$ cat src/rtl/irq_arb_pkg.sv
package irq_arb_pkg;
  localparam int unsigned NSRC  = 16;
  localparam int unsigned IDX_W = $clog2(NSRC);

  // Priority positions: lower index wins.
  localparam int unsigned IX_SRESET = 0;
  localparam int unsigned IX_MCHK   = 1;
  localparam int unsigned IX_DEBUG  = 2;
  localparam int unsigned IX_HTMR   = 3;
  localparam int unsigned IX_HVIRT  = 4;
  localparam int unsigned IX_EXT    = 5;
  localparam int unsigned IX_CEXT   = 6;
  localparam int unsigned IX_WDOG   = 7;
  localparam int unsigned IX_CDBELL = 8;
  localparam int unsigned IX_FIT    = 9;
  localparam int unsigned IX_PIT    = 10;
  localparam int unsigned IX_DEC    = 11;
  localparam int unsigned IX_DBELL  = 12;
  localparam int unsigned IX_HDBELL = 13;
  localparam int unsigned IX_PERF   = 14;
  localparam int unsigned IX_THERM  = 15;

  // Sources the arbiter never clears on its own.
  localparam logic [NSRC-1:0] LEVEL_MASK =
    (NSRC'(1) << IX_HVIRT) | (NSRC'(1) << IX_EXT) | (NSRC'(1) << IX_CEXT);

  // Sources gated only by asynchronous delivery.
  localparam logic [NSRC-1:0] ASYNC_MASK =
    {NSRC{1'b1}} << IX_WDOG;

  typedef struct packed {
    logic ee;
    logic hv;
    logic pr;
    logic resume;
    logic htmr_en;
    logic hvirt_en;
    logic ext_blk;
    logic ext_sup;
    logic hv_present;
  } gate_ctl_t;
endpackage

$ cat src/rtl/irq_rst_sync.sv
module irq_rst_sync (
  input  logic clk,
  input  logic rst_n,
  output logic rst_n_sync
);
  logic [1:0] sync_q;

  always_ff @(posedge clk or negedge rst_n) begin
    if (!rst_n) sync_q <= 2'b00;
    else        sync_q <= {sync_q[0], 1'b1};
  end

  assign rst_n_sync = sync_q[1];
endmodule

$ cat src/rtl/irq_gate.sv
module irq_gate
  import irq_arb_pkg::*;
(
  input  logic [NSRC-1:0] pend,
  input  gate_ctl_t       ctl,
  output logic [NSRC-1:0] elig
);
  logic async_en;
  logic hv_route_ok;
  logic ext_async_ok;
  logic ext_part_ok;
  logic [NSRC-1:0] allow;

  always_comb begin
    async_en     = ctl.ee | ctl.resume;
    hv_route_ok  = async_en | ~ctl.hv;
    ext_async_ok = async_en & ~(ctl.ext_blk & ctl.hv & ~ctl.pr);
    ext_part_ok  = ctl.hv_present & ~ctl.hv & ~ctl.ext_sup;

    allow            = ASYNC_MASK & {NSRC{async_en}};
    allow[IX_SRESET] = 1'b1;
    allow[IX_MCHK]   = 1'b1;
    allow[IX_DEBUG]  = 1'b1;
    allow[IX_HTMR]   = ctl.htmr_en & hv_route_ok;
    allow[IX_HVIRT]  = ctl.hvirt_en & hv_route_ok;
    allow[IX_EXT]    = ext_async_ok | ext_part_ok;
    allow[IX_CEXT]   = 1'b1;

    elig = pend & allow;
  end
endmodule

$ cat src/rtl/irq_pick.sv
module irq_pick #(
  parameter int unsigned N = 16
) (
  input  logic [N-1:0] req,
  output logic [N-1:0] take,
  output logic         hit
);
  genvar gi;
  generate
    for (gi = 0; gi < N; gi++) begin : g_pri
      if (gi == 0) begin : g_top
        assign take[gi] = req[gi];
      end else begin : g_rest
        assign take[gi] = req[gi] & ~(|req[gi-1:0]);
      end
    end
  endgenerate

  assign hit = |req;
endmodule

$ cat src/rtl/irq_pend_bank.sv
module irq_pend_bank #(
  parameter int unsigned N = 16
) (
  input  logic         clk,
  input  logic         rst_n,
  input  logic [N-1:0] set_v,
  input  logic [N-1:0] clr_v,
  input  logic [N-1:0] gclr_v,
  output logic [N-1:0] pend
);
  logic [N-1:0] pend_q;
  logic [N-1:0] pend_d;
  logic         upd_en;

  always_comb begin
    pend_d = (pend_q & ~clr_v & ~gclr_v) | set_v;
    upd_en = |{set_v, clr_v, gclr_v};
  end

  always_ff @(posedge clk or negedge rst_n) begin
    if (!rst_n)      pend_q <= '0;
    else if (upd_en) pend_q <= pend_d;
  end

  assign pend = pend_q;
endmodule

$ cat src/rtl/irq_arbiter.sv
module irq_arbiter
  import irq_arb_pkg::*;
(
  input  logic            clk,
  input  logic            rst_n,
  input  logic            eval_i,
  input  logic [NSRC-1:0] set_i,
  input  logic [NSRC-1:0] clr_i,
  input  logic            ee_i,
  input  logic            hv_i,
  input  logic            pr_i,
  input  logic            resume_i,
  input  logic            hdec_en_i,
  input  logic            hvirt_en_i,
  input  logic            ext_hv_block_i,
  input  logic            ext_to_sup_i,
  input  logic            hv_present_i,
  input  logic            dec_clr_grant_i,
  output logic [NSRC-1:0] grant_o,
  output logic            grant_vld_o,
  output logic [NSRC-1:0] pend_o,
  output logic            any_pend_o,
  output logic            resume_err_o
);
  logic            rst_n_s;
  gate_ctl_t       ctl;
  logic [NSRC-1:0] pend;
  logic [NSRC-1:0] elig;
  logic [NSRC-1:0] take;
  logic            hit;
  logic [NSRC-1:0] clr_on_grant;
  logic [NSRC-1:0] gclr;

  logic [NSRC-1:0] grant_d, grant_q;
  logic            vld_d, vld_q;
  logic            err_d, err_q;
  logic            out_en;

  irq_rst_sync u_rst (
    .clk        (clk),
    .rst_n      (rst_n),
    .rst_n_sync (rst_n_s)
  );

  always_comb begin
    ctl.ee         = ee_i;
    ctl.hv         = hv_i;
    ctl.pr         = pr_i;
    ctl.resume     = resume_i;
    ctl.htmr_en    = hdec_en_i;
    ctl.hvirt_en   = hvirt_en_i;
    ctl.ext_blk    = ext_hv_block_i;
    ctl.ext_sup    = ext_to_sup_i;
    ctl.hv_present = hv_present_i;
  end

  irq_gate u_gate (
    .pend (pend),
    .ctl  (ctl),
    .elig (elig)
  );

  irq_pick #(.N(NSRC)) u_pick (
    .req  (elig),
    .take (take),
    .hit  (hit)
  );

  // Next-state for grant, pulse and sticky error.
  always_comb begin
    clr_on_grant         = ~LEVEL_MASK;
    clr_on_grant[IX_DEC] = dec_clr_grant_i;
    grant_d              = eval_i ? take : '0;
    vld_d                = eval_i & hit;
    err_d                = err_q | (eval_i & resume_i & ~hit);
    gclr                 = grant_d & clr_on_grant;
    out_en               = eval_i | vld_q;
  end

  irq_pend_bank #(.N(NSRC)) u_pend (
    .clk    (clk),
    .rst_n  (rst_n_s),
    .set_v  (set_i),
    .clr_v  (clr_i),
    .gclr_v (gclr),
    .pend   (pend)
  );

  always_ff @(posedge clk or negedge rst_n_s) begin
    if (!rst_n_s) begin
      grant_q <= '0;
      vld_q   <= 1'b0;
    end else if (out_en) begin
      grant_q <= grant_d;
      vld_q   <= vld_d;
    end
  end

  always_ff @(posedge clk or negedge rst_n_s) begin
    if (!rst_n_s)    err_q <= 1'b0;
    else if (eval_i) err_q <= err_d;
  end

  assign grant_o      = grant_q;
  assign grant_vld_o  = vld_q;
  assign pend_o       = pend;
  assign any_pend_o   = |pend;
  assign resume_err_o = err_q;
endmodule

$ cat config.mk
export PLATFORM = sky130hd
export DESIGN_NAME = irq_arbiter
export DESIGN_NICKNAME = d
export VERILOG_FILES = /design/src/rtl/irq_arb_pkg.sv /design/src/rtl/irq_rst_sync.sv /design/src/rtl/irq_gate.sv /design/src/rtl/irq_pick.sv /design/src/rtl/irq_pend_bank.sv /design/src/rtl/irq_arbiter.sv
export SDC_FILE = /design/constraint.sdc
export NUM_CORES = 1
export LEC_CHECK = 0
export BUFFER_PORTS_ARGS = -buffer_cell sky130_fd_sc_hd__clkbuf_2
export CAP_MARGIN = 0
export CORE_ASPECT_RATIO = 1.2
export CORE_MARGIN = 2
export CORE_UTILIZATION = 45
export DETAILED_ROUTE_END_ITERATION = 7
export PLACE_DENSITY = 0.79
export SLEW_MARGIN = 10
export SYNTH_ARGS = -nofsm -noshare
export SYNTH_HDL_FRONTEND = slang
export SYNTH_SLANG_ARGS = --single-unit
$ cat constraint.sdc
create_clock -name clk -period 2.3 [get_ports clk]
set_clock_uncertainty 0.05 [all_clocks]
set_input_delay 0.23 -clock clk [delete_from_list [all_inputs] [get_ports clk]]
set_output_delay 0.23 -clock clk [all_outputs]
set_load 0.02 [all_outputs]
Word-level counts from Yosys, hierarchy flattened
Cells that the tools add are included.
{"block": "classes", "multipliers": 0, "magnitude_cmp": 0, "mux": 1, "eq_ne": 0, "n_addsub": 0, "reduce_logical": 17, "div": 0, "shift": 0, "n_bitwise": 57}
{"op": "bitwise AND 16 bit", "n": 4}
{"op": "OR reduction 48 bit", "n": 1}
{"op": "NOT 16 bit", "n": 2}
{"op": "OR reduction 16 bit", "n": 2}
{"op": "bitwise AND 1 bit", "n": 25}
{"op": "NOT 1 bit", "n": 20}
{"op": "two-way mux 16 bit", "n": 1}
{"op": "bitwise OR 16 bit", "n": 1}
{"op": "OR reduction 15 bit", "n": 1}
{"op": "OR reduction 14 bit", "n": 1}
{"op": "OR reduction 13 bit", "n": 1}
{"op": "OR reduction 12 bit", "n": 1}
{"op": "OR reduction 11 bit", "n": 1}
{"op": "OR reduction 10 bit", "n": 1}
{"op": "OR reduction 9 bit", "n": 1}
{"op": "OR reduction 8 bit", "n": 1}
{"op": "OR reduction 7 bit", "n": 1}
{"op": "OR reduction 6 bit", "n": 1}
{"op": "bitwise OR 1 bit", "n": 5}
{"op": "OR reduction 5 bit", "n": 1}
{"op": "OR reduction 4 bit", "n": 1}
{"op": "OR reduction 3 bit", "n": 1}
{"op": "OR reduction 2 bit", "n": 1}
{"block": "word_totals", "n_memories": 0, "output_inout_bits": 35, "elab_cells": 80, "input_bits": 45, "romBits": 0, "mem_bits_rw": 0, "reg_bits": 36, "latch_bits": 0}

Logic depth before layout (Yosys ltp)
Gate-level depths: netlist (run 1).
{"block": "logic_depth", "depth_word": 14, "mapped_depth": 5}

Hierarchy
From an unflattened synthesis (run 1), not the netlist that was laid out.
{"block": "hier_totals", "cells_unflattened": 163, "hier_area_um2": 1794.2}
{"mod": "irq_arbiter", "n_inst": 1, "area_per_inst_um2": 762.0, "seq_area_each_um2": 450.4, "cells_per_inst": 60}
{"mod": "irq_pend_bank", "n_inst": 1, "area_per_inst_um2": 580.6, "seq_area_each_um2": 400.4, "cells_per_inst": 48}
{"mod": "irq_pick", "n_inst": 1, "area_per_inst_um2": 226.5, "seq_area_each_um2": 0.0, "cells_per_inst": 29}
{"mod": "irq_gate", "n_inst": 1, "area_per_inst_um2": 171.4, "seq_area_each_um2": 0.0, "cells_per_inst": 23}
{"mod": "irq_rst_sync", "n_inst": 1, "area_per_inst_um2": 53.8, "seq_area_each_um2": 50.0, "cells_per_inst": 3}

Worst setup path before layout (run 1)
OpenSTA, ideal clock, no wires.
{"block": "synth_timing", "path_kind": "register -> output", "start": "register u_pend.pend_q[7], in the netlist u_pend.pend[7]", "end": "output any_pend_o", "path_buffers": 0, "arrival_ns": 1.413, "required_ns": 2.020, "path_stages_with_launch": 4, "slack_ns": 0.607, "path_cell_list": "dfrtp_1 > or4_4 > nor2_2 > nand4_1"}
{"block": "synth_via", "elab_chain_len": 1}
{"item": "start: declaration", "line_no": "irq_pend_bank.sv:11", "rtl": "logic [N-1:0] pend_q;"}
{"item": "start signal: assignment", "line_no": "irq_pend_bank.sv:22", "rtl": "else if (upd_en) pend_q <= pend_d;"}
{"item": "OR reduction 16 bit", "line_no": "irq_arbiter.sv:107", "rtl": "assign any_pend_o = |pend;"}
{"item": "end: declaration", "line_no": "irq_arbiter.sv:22", "rtl": "output logic any_pend_o,"}
Every way passes these cells.

Worst setup path in the final report (run 1)
Ends and elaborated chain as after synthesis.

==> results of run 1 <==
timing repair:
item                      CTS  global route
gates resized for setup     0             0
setup buffers               0             0
hold buffers                1             0
hold endpoints to repair    2             0
worst paths after layout:
check,startpoint,endpoint,slack (ns)
min in group asynchronous,rst_n,u_rst.sync_q[0]$_DFF_PN0_,0.20
min reg2reg,u_rst.sync_q[1]$_DFF_PN0_,grant_o[13]$_DFFE_PN0P_,0.22
max reg2reg,u_pend.pend[1]$_DFFE_PN0P_,u_pend.pend[10]$_DFFE_PN0P_,0.58
min,clr_i[5],u_pend.pend[5]$_DFFE_PN0P_,0.07
max in group asynchronous,u_rst.sync_q[1]$_DFF_PN0_,grant_o[5]$_DFFE_PN0P_,1.68
max,u_pend.pend[7]$_DFFE_PN0P_,any_pend_o,0.30
cells in the final DEF, fill, tap and decap left out, types with 2 or more instances in the layout:
cell type / netlist / routed
clkbuf_2: 0 / 79
dfrtp_1: 36 / 36
inv_1: 11 / 11
nand2b_1: 11 / 11
o21bai_1: 9 / 9
a22o_1: 8 / 8
nor3_1: 5 / 5
nand2_1: 5 / 5
clkbuf_8: 0 / 5
nor2_1: 4 / 4
a32o_1: 3 / 3
nor4_1: 2 / 2
o22ai_1: 2 / 2
o21ai_0: 2 / 2
nor4_2: 2 / 2
a21o_1: 2 / 2
a31o_1: 2 / 2
a31o_2: 2 / 2
a32o_2: 2 / 2
buf_4: 0 / 2
power breakdown:
group,switching (mW),internal [mW]
combinational,0.102,0.0783
clock,0.222,0.320
sequential,0.0349,0.659
total,0.359,1.06
routing by layer:
metal	global-route usage [%]	up-vias	part of all wire (%)
met5	0	-	0
met3	6.90	5	7.1
met1	24.9	657	42
met4	7.07	0	1.2
li1	-	673	-
met2	31.0	52	50
registers in the layout, summed over array words and instances, names as in the netlist:
name and flops:
grant_o 16, grant_vld_o 1, resume_err_o 1, u_pend.pend 16, u_rst.sync_q 2
metrics by stage:
| step | std cells | hold slack [ns] | cell area [sq um] |
|---|---|---|---|
| 2_1_floorplan | 134 | -0.116 | 1620 |
| 3_3_place_gp | 250 | -0.0329 | 2060 |
| 3_5_place_dp | 250 | -0.0335 | 2060 |
| 4_1_cts | 259 | 0.0649 | 2180 |
| 5_1_grt | 259 | 0.0509 | 2180 |
| 6_report | 259 | 0.0699 | 2180 |
critical path, cell delays in order (launching register included):
cell,delay [ns]
dfrtp_1,0.48
or4_4,0.58
nor2_2,0.12
nand4_1,0.08
clkbuf_2,0.18
cells by family after synthesis:
kind of cell | count (synthesis) | share of synthesized area (%)
AOI/OAI and AO/OA | 43 | 22.4
buffers and inverters | 13 | 3.48
DFF | 36 | 55.7
other | 1 | 0.232
and+or+nand+nor | 41 | 18.3
layout make-up:
class | instances | area (sq um)
Clock buffer | 5 | 68.8
Tap cell | 37 | 46.3
Fill cell | 312 | 1210
Multi-Input combinational cell | 85 | 661
Inverter | 11 | 41.3
Timing Repair Buffer | 82 | 420
Clock inverter | 3 | 42.5
Sequential cell | 36 | 901
==> metrics.txt, run 1 <==
status=complete, but fails checks; failing checks=DRC; final WL=3640 um; Antenna Nets Post-Route=0; via-per-instance ratio=5.36; setup slack at placement=0.590 ns; Yosys cell types=between 40 and 50; normalized max-slew margin=between 50% and 60%; final core occ=64.2%; Area Overhead vs Synth=34.8%; Syn Inst Count=around 130; critical path arrival=roughly 1.7 ns; initial antenna violation count=0; Layout Nets=about 270; root buffer cell=clkbuf_8; Avg Cell Area, Syn=12.1 sq um; warnings from Yosys=0; largest area contributor in the synthesized netlist=dfrtp_1; H-tree depth=2; synthesized area=0.00162 sq mm; Yosys reg bits=36; HPWL after detailed placement=2900 um; Rows=23; DIE AREA=0.00409 sq mm; drt pass-1 iters=6; top post-synthesis cells by area=dfrtp_1, a22o_1, nand2b_1, o21bai_1, inv_1; RSZ-0062 raised after global routing=no; post-synth net total=about 180; worst-path fanout max=10; Sink Count=36; slack of the critical path=0.300 ns; layout cells sized above 1=47.3%; vias in the first global route=1367; Worst Tran Pin Value=0.628 ns; DRC Markers=4; TritonCTS Buffers=5; DR vias=1387; period utilization=87.0%; Total GRT Usage=around 20%; commonest cells in the netlist=dfrtp_1, inv_1, nand2b_1; Die Y-Extent=69.7 um; Tot Pwr=roughly 1.4 mW; Leakage=1.15 nW; Post-synth EDFFs=0; HP Class=input port to flop; Synth top area share=a little under three fifths; initial core utilization=47.6%; CTS clk-pin slew, worst paths=approximately 0.070 ns; power density cells=650 mW/mm^2; ys async rst share=100%; Worst setup SP type=flop; count leader, synth=dfrtp_1; endpoint class of the critical path=output pin; diode count=0; Hold Vio Cnt, Final=0; minimum clock period=approximately 2 ns; DRT iter0 DRCs=40; Slew Limit Fails=0; fmax=between 400 and 500 MHz; Hold Crit Depth=2; critical setup path kind=flop to output pin; setup TNS=0 ns; insertion delay to the later sink of the worst-skew pair=approximately 0.29 ns; R2R depth=4; largest net degree at the start of global routing=35; routability congestion estimate=0.782; Critical Path RT=2.02 ns; post-synthesis sequential area ratio=55.7%; max cap viols=0; Max clock buf depth=2; num ports=80; port bufs=79; die extent in x=roughly 59 um; mean routed wirelength per cell=14.0 um; Post-synth top flop=dfrtp_1; setup violators final=0; CTS tree=yes; core area=0.00340 sq mm; Max VDD drop=roughly 0.5 mV; first-pass GRT wire length=between 6000 and 7000 um; total grt overflow=0
(Power assumes the default switching activity.)
==> run 2, diff against run 1 <==
Clock period 2.3 ns to 2.2 ns, I/O delays scaled along.
==> metrics.txt, run 2 (synthesis gave the netlist of run 1 again) <==
status=complete, but fails checks (unchanged); HPWL after detailed placement=2890 um (was 2900 um); DRC Markers=4 (unchanged); initial antenna violation count=0 (unchanged); port bufs=79 (unchanged); Worst setup SP type=flop (unchanged); insertion delay to the later sink of the worst-skew pair=0.28 ns (was 0.29 ns); normalized max-slew margin=57.6% (was 58.0%); die extent in x=58.7 um (unchanged); Max clock buf depth=2 (unchanged); minimum clock period=1.98 ns; worst-path fanout max=10 (unchanged); crit-path cells=or4_4 -> nor2_2 -> nand4_1 -> clkbuf_2 (unchanged); H-tree depth=2 (unchanged); Max VDD drop=0.515 mV (was 0.505 mV); critical setup path kind=flop to output pin (unchanged); Critical Path RT=1.93 ns (was 2.02 ns); Rows=23 (unchanged); power density cells=652 mW/mm^2 (was 650 mW/mm^2); most frequent cells in the layout=clkbuf_2, dfrtp_1, inv_1, nand2b_1, o21bai_1 (unchanged); Sink Count=36 (unchanged); setup TNS=0 ns (unchanged); Critical-path top delay cell=or4_4 (unchanged); fmax=505 MHz; failing checks=DRC (unchanged); initial core utilization=47.6% (unchanged); total grt overflow=0 (unchanged); drt pass-1 iters=6 (unchanged); DIE AREA=0.00409 sq mm (unchanged); final core occ=63.8% (was 64.2%); Total GRT Usage=19.1% (was 19.8%); RSZ-0062 raised after global routing=no (unchanged); setup violators final=0 (unchanged); Post-CTS Setup Inserts=0 (unchanged); Die Y-Extent=69.7 um (unchanged); TritonCTS Buffers=5 (unchanged); most common cell after layout, fill and taps aside=clkbuf_2 (unchanged); core area=0.00340 sq mm (unchanged); diode count=0 (unchanged); via-per-instance ratio=5.40 (was 5.36); num ports=80 (unchanged); first-pass GRT wire length=6020 um (was 6140 um); mean routed wirelength per cell=14.5 um (was 14.0 um); Slew Limit Fails=0 (unchanged); largest net degree at the start of global routing=35 (unchanged); Leakage=1.15 nW (about the same); Largest delay share family, worst path=simple AND/OR/NAND/NOR gates (unchanged); Worst Tran Pin Value=0.634 ns (was 0.628 ns); CTS clk-pin slew, worst paths=0.06 ns (was 0.07 ns); fill cell count=312 (unchanged); post-CTS sizing=0 (unchanged); HP Class=input port to flop (unchanged); Tot Pwr=1.41 mW (was 1.42 mW); crit-path max cell delay=0.58 ns (about the same); DRT iter0 DRCs=30 (was 40); layout cells sized above 1=47.1% (was 47.3%); period utilization=90.1%; CTS tree=yes (unchanged); critical path arrival=1.71 ns (was 1.72 ns); FF-to-FF setup slack=0.51 ns (was 0.58 ns); Critical path buffers and inverters=1 (unchanged); root buffer cell=clkbuf_8 (unchanged); max cap viols=0 (unchanged); setup slack at placement=0.511 ns (was 0.590 ns); routability congestion estimate=0.782 (about the same); Antenna Nets Post-Route=0 (unchanged); slack of the critical path=0.219 ns (was 0.300 ns); Hold Vio Cnt, Final=0 (unchanged); Area Overhead vs Synth=33.9% (was 34.8%); DR vias=1393 (was 1387); endpoint class of the critical path=output pin (unchanged); vias in the first global route=1379 (was 1367); Layout Nets=266 (unchanged); final WL=3740 um (was 3640 um)
==> run 2: cell types whose count changed in the layout (fill, tap and decap cells not counted), sizes merged <==
cell,previous run,this run
clkinvlp,1,0
clkbuf,84,86
clkinv,1,0
bufinv,1,0
==> run 2: what timing repair did <==
| action | CTS | global route |
|---|---|---|
| hold buffers | 1 | 0 |
| endpoints found under the hold margin | 2 | 0 |
| endpoints found under the setup margin | 0 | 0 |
==> run 2: per-stage QoR <==
step           hold slack (ns)  instance area, sq um  cells
2_1_floorplan           -0.126                  1620    134
3_3_place_gp           -0.0436                  2060    250
3_5_place_dp           -0.0429                  2060    250
4_1_cts                 0.0508                  2170    258
5_1_grt                 0.0615                  2170    258
6_report                0.0528                  2170    258
==> run 2: report_power, final <==
part / switching (mW) / internal, mW / leakage (nW)
sequential: 0.0366 / 0.689 / 0.443
clock: 0.220 / 0.279 / 0.0503
combinational: 0.107 / 0.0819 / 0.655
==> run 2: path summary, 6_finish.rpt <==
check                      cells after the start                        from                     endpoint
setup / recovery                               4  u_pend.pend[7]$_DFFE_PN0P_                   any_pend_o
hold / removal                                 2                    clr_i[5]   u_pend.pend[5]$_DFFE_PN0P_
setup reg to reg                               4  u_pend.pend[1]$_DFFE_PN0P_  u_pend.pend[10]$_DFFE_PN0P_
hold reg to reg                                1   u_rst.sync_q[1]$_DFF_PN0_      grant_o[14]$_DFFE_PN0P_
max in group asynchronous                      1   u_rst.sync_q[1]$_DFF_PN0_       grant_o[6]$_DFFE_PN0P_
min in group asynchronous                      1   u_rst.sync_q[1]$_DFF_PN0_      grant_o[14]$_DFFE_PN0P_
==> run 2: layout make-up <==
cell class                      count  area, sq um  area share, %
Clock buffer                        7         96.3           4.45
Inverter                           11         41.3           1.91
Multi-Input combinational cell     85          661           30.5
Sequential cell                    36          901           41.6
Tap cell                           37         46.3           2.14
Timing Repair Buffer               82          420           19.4
==> run 2: metal layers <==
layer,wire (um),track usage [%],part of all wire (%),vias up
met4,55,8.84,1.5,0
met2,1890,31.7,50,54
li1,-,-,-,663
met1,1570,23.1,42,669
met3,222,4.10,5.9,7
met5,0,0,0,-
==> run 2: worst register-to-register path: stages, from the launching register on <==
cell and delay, ns:
dfrtp_1 0.45, nor4_4 0.41, nand4b_4 0.23, o311ai_1 0.35, nand2b_1 0.08
==> run 3, diff against run 2 <==
Settings changed: CELL_PAD_IN_SITES_DETAIL_PLACEMENT set to 2, CELL_PAD_IN_SITES_GLOBAL_PLACEMENT set to 2, CORE_UTILIZATION 45 to 27, PLACE_DENSITY 0.79 to not set, PLACE_DENSITY_LB_ADDON set to 0.1.
==> metrics.txt, run 3 (synthesis gave the netlist of run 1 again) <==
status=completed (was complete, but fails checks); drt pass-1 iters=4 (was 6); HP Class=input port to flop (unchanged); Antenna Nets Post-Route=0 (unchanged); Worst setup SP type=flop (unchanged); RR Endpoint=grant_o[14]$_DFFE_PN0P_ (was u_pend.pend[10]$_DFFE_PN0P_); Cells after DPL=293 (was 250); most frequent cells in the layout=clkbuf_2, dfrtp_1, inv_1, nand2b_1, o21bai_1 (unchanged); Cell Count, Final, Fillers Out=302 (was 258); FF-to-FF setup slack=0.40 ns (was 0.51 ns); diode count=0 (unchanged); mean routed wirelength per cell=16.3 um (was 14.5 um); setup violators final=0 (unchanged); DRC Markers=0 (was 4); period utilization=92.0% (was 90.1%); clock share of power=34.8% (was 35.3%); worst-path fanout max=10 (unchanged); critical path arrival=1.75 ns (was 1.71 ns); total grt overflow=0 (unchanged); Sink Count=36 (unchanged); largest net degree at the start of global routing=35 (unchanged); Layout Nets=266 (unchanged); part of the power in registers=51.4% (about the same); max cap viols=0 (unchanged); Leakage=1.15 nW (about the same); layout cells sized above 1=47.3% (was 47.1%); routability congestion estimate=0.713 (was 0.782); DRT iter0 DRCs=30 (unchanged); port bufs=79 (unchanged); TritonCTS Buffers=5 (unchanged); fmax=494 MHz (was 505 MHz); CTS clk-pin slew, worst paths=0.07 ns (was 0.06 ns); Tot Pwr=1.42 mW (was 1.41 mW); setup TNS=0 ns (unchanged); Hold Vio Cnt, Final=0 (unchanged); die extent in x=74.7 um (was 58.7 um); DIE AREA=0.00663 sq mm (was 0.00409 sq mm); initial antenna violation count=0 (unchanged); RSZ-0062 raised after global routing=no (unchanged); total net switching power=395 uW (was 363 uW); Die Y-Extent=88.8 um (was 69.7 um); GRT Max-Usage Layer=met2 (unchanged); Worst Hold End=u_pend.pend[0]$_DFFE_PN0P_ (was u_pend.pend[5]$_DFFE_PN0P_); Slew Limit Fails=0 (unchanged); Area Overhead vs Synth=37.0% (was 33.9%); GR Util met1=19.7% (was 23.1%); Sw Share=27.9% (was 25.7%); Critical Path RT=1.93 ns (about the same); initial core utilization=28.4% (was 47.6%); root buffer cell=clkbuf_8 (unchanged); final WL=4910 um (was 3740 um); Max clock buf depth=2 (unchanged); via-per-instance ratio=4.76 (was 5.40); post-CTS sizing=0 (unchanged); num ports=80 (unchanged); internal power=1.02 mW (was 1.05 mW); most common cell after layout, fill and taps aside=clkbuf_2 (unchanged); minimum clock period=2.02 ns (was 1.98 ns); Comb power frac=13.8% (was 13.4%); HPWL after detailed placement=3960 um (was 2890 um); GRT met3 Usage=4.44% (was 4.10%); core area=0.00571 sq mm (was 0.00340 sq mm); first-pass GRT wire length=8070 um (was 6020 um); DR vias=1438 (was 1393); Max VDD drop=0.283 mV (was 0.515 mV); critical setup path kind=flop to output pin (unchanged); final hold slack=0.0413 ns (was 0.0528 ns); Hold Crit Depth=2 (unchanged); GR Util met2=28.6% (was 31.7%); power density cells=639 mW/mm^2 (was 652 mW/mm^2); vias in the first global route=1606 (was 1379); insertion delay to the later sink of the worst-skew pair=0.29 ns (was 0.28 ns); Rows=30 (was 23); endpoint class of the critical path=output pin (unchanged); R2R depth=4 (unchanged); reg-to-reg startpoint=u_pend.pend[8]$_DFFE_PN0P_ (was u_pend.pend[1]$_DFFE_PN0P_); Total GRT Usage=16.4% (was 19.1%); CTS tree=yes (unchanged); HP Start=clr_i[0] (was clr_i[5]); H-tree depth=2 (unchanged)
run 3: changes by cell type in the layout (fill, tap and decap cells not counted):
cell,previous run,this run
clkbuf_8,7,6
clkinv_2,0,2
run 3: how the worst max path moves through the flow:
stage	startpoint	to	slack [ns]
final	u_pend.pend[7]$_DFFE_PN0P_	any_pend_o	0.18
after global routing	u_pend.pend[7]$_DFFE_PN0P_	any_pend_o	0.04
after CTS	u_pend.pend[7]$_DFFE_PN0P_	any_pend_o	0.14
after detailed placement	u_pend.pend[8]$_DFFE_PN0P_	grant_o[14]$_DFFE_PN0P_	0.41
after global placement	u_pend.pend[4]$_DFFE_PN0P_	grant_o[10]$_DFFE_PN0P_	0.45
after floorplan	u_pend.pend[7]$_DFFE_PN0P_	any_pend_o	0.52
run 3: power by group through the flow:
stage / combinational [mW] / clock, mW / sequential [mW]
after floorplan: 0.0654 / 0 / 0.773
after global placement: 0.191 / 0 / 0.739
after detailed placement: 0.198 / 0 / 0.742
after CTS: 0.200 / 0.511 / 0.729
after global routing: 0.216 / 0.533 / 0.735
final: 0.195 / 0.492 / 0.728
run 3: what timing repair did:
action / 4_1_cts / 5_1_grt
hold buffers: 1 / 0
setup buffers: 0 / 0
endpoints found under the setup margin: 0 / 0
hold endpoints to repair: 2 / 0
run 3: metrics by stage:
| step | cell area (sq um) | utilization [%] | setup slack (ns) |
|---|---|---|---|
| detailed placement | 2110 | 37.0 | 0.410 |
| CTS | 2220 | 38.8 | 0.142 |
| floorplan | 1620 | - | 0.517 |
| global route | 2220 | 38.8 | 0.0445 |
| finish | 2220 | 38.8 | 0.176 |
| global placement | 2110 | 37.0 | 0.449 |
run 3: worst max-delay path: stages (launching register included):
cell and delay (ns):
dfrtp_1 0.48, or4_4 0.59, nor2_2 0.11, nand4_1 0.09
clkbuf_2 0.20
run 3: per-layer routing:
metal,up-vias,wire length (um)
li1,665,-
met1,717,1950
met2,51,2620
met3,5,301
met4,0,47
met5,-,0
run 3: final cells by class:
cell class | instances | area, sq um
clock buffer | 6 | 82.6
clock inverter | 2 | 10.0
fill | 672 | 3490
inverter | 11 | 41.3
multi-input combinational | 85 | 661
sequential | 36 | 901
tap | 80 | 100
timing repair buffer | 82 | 420
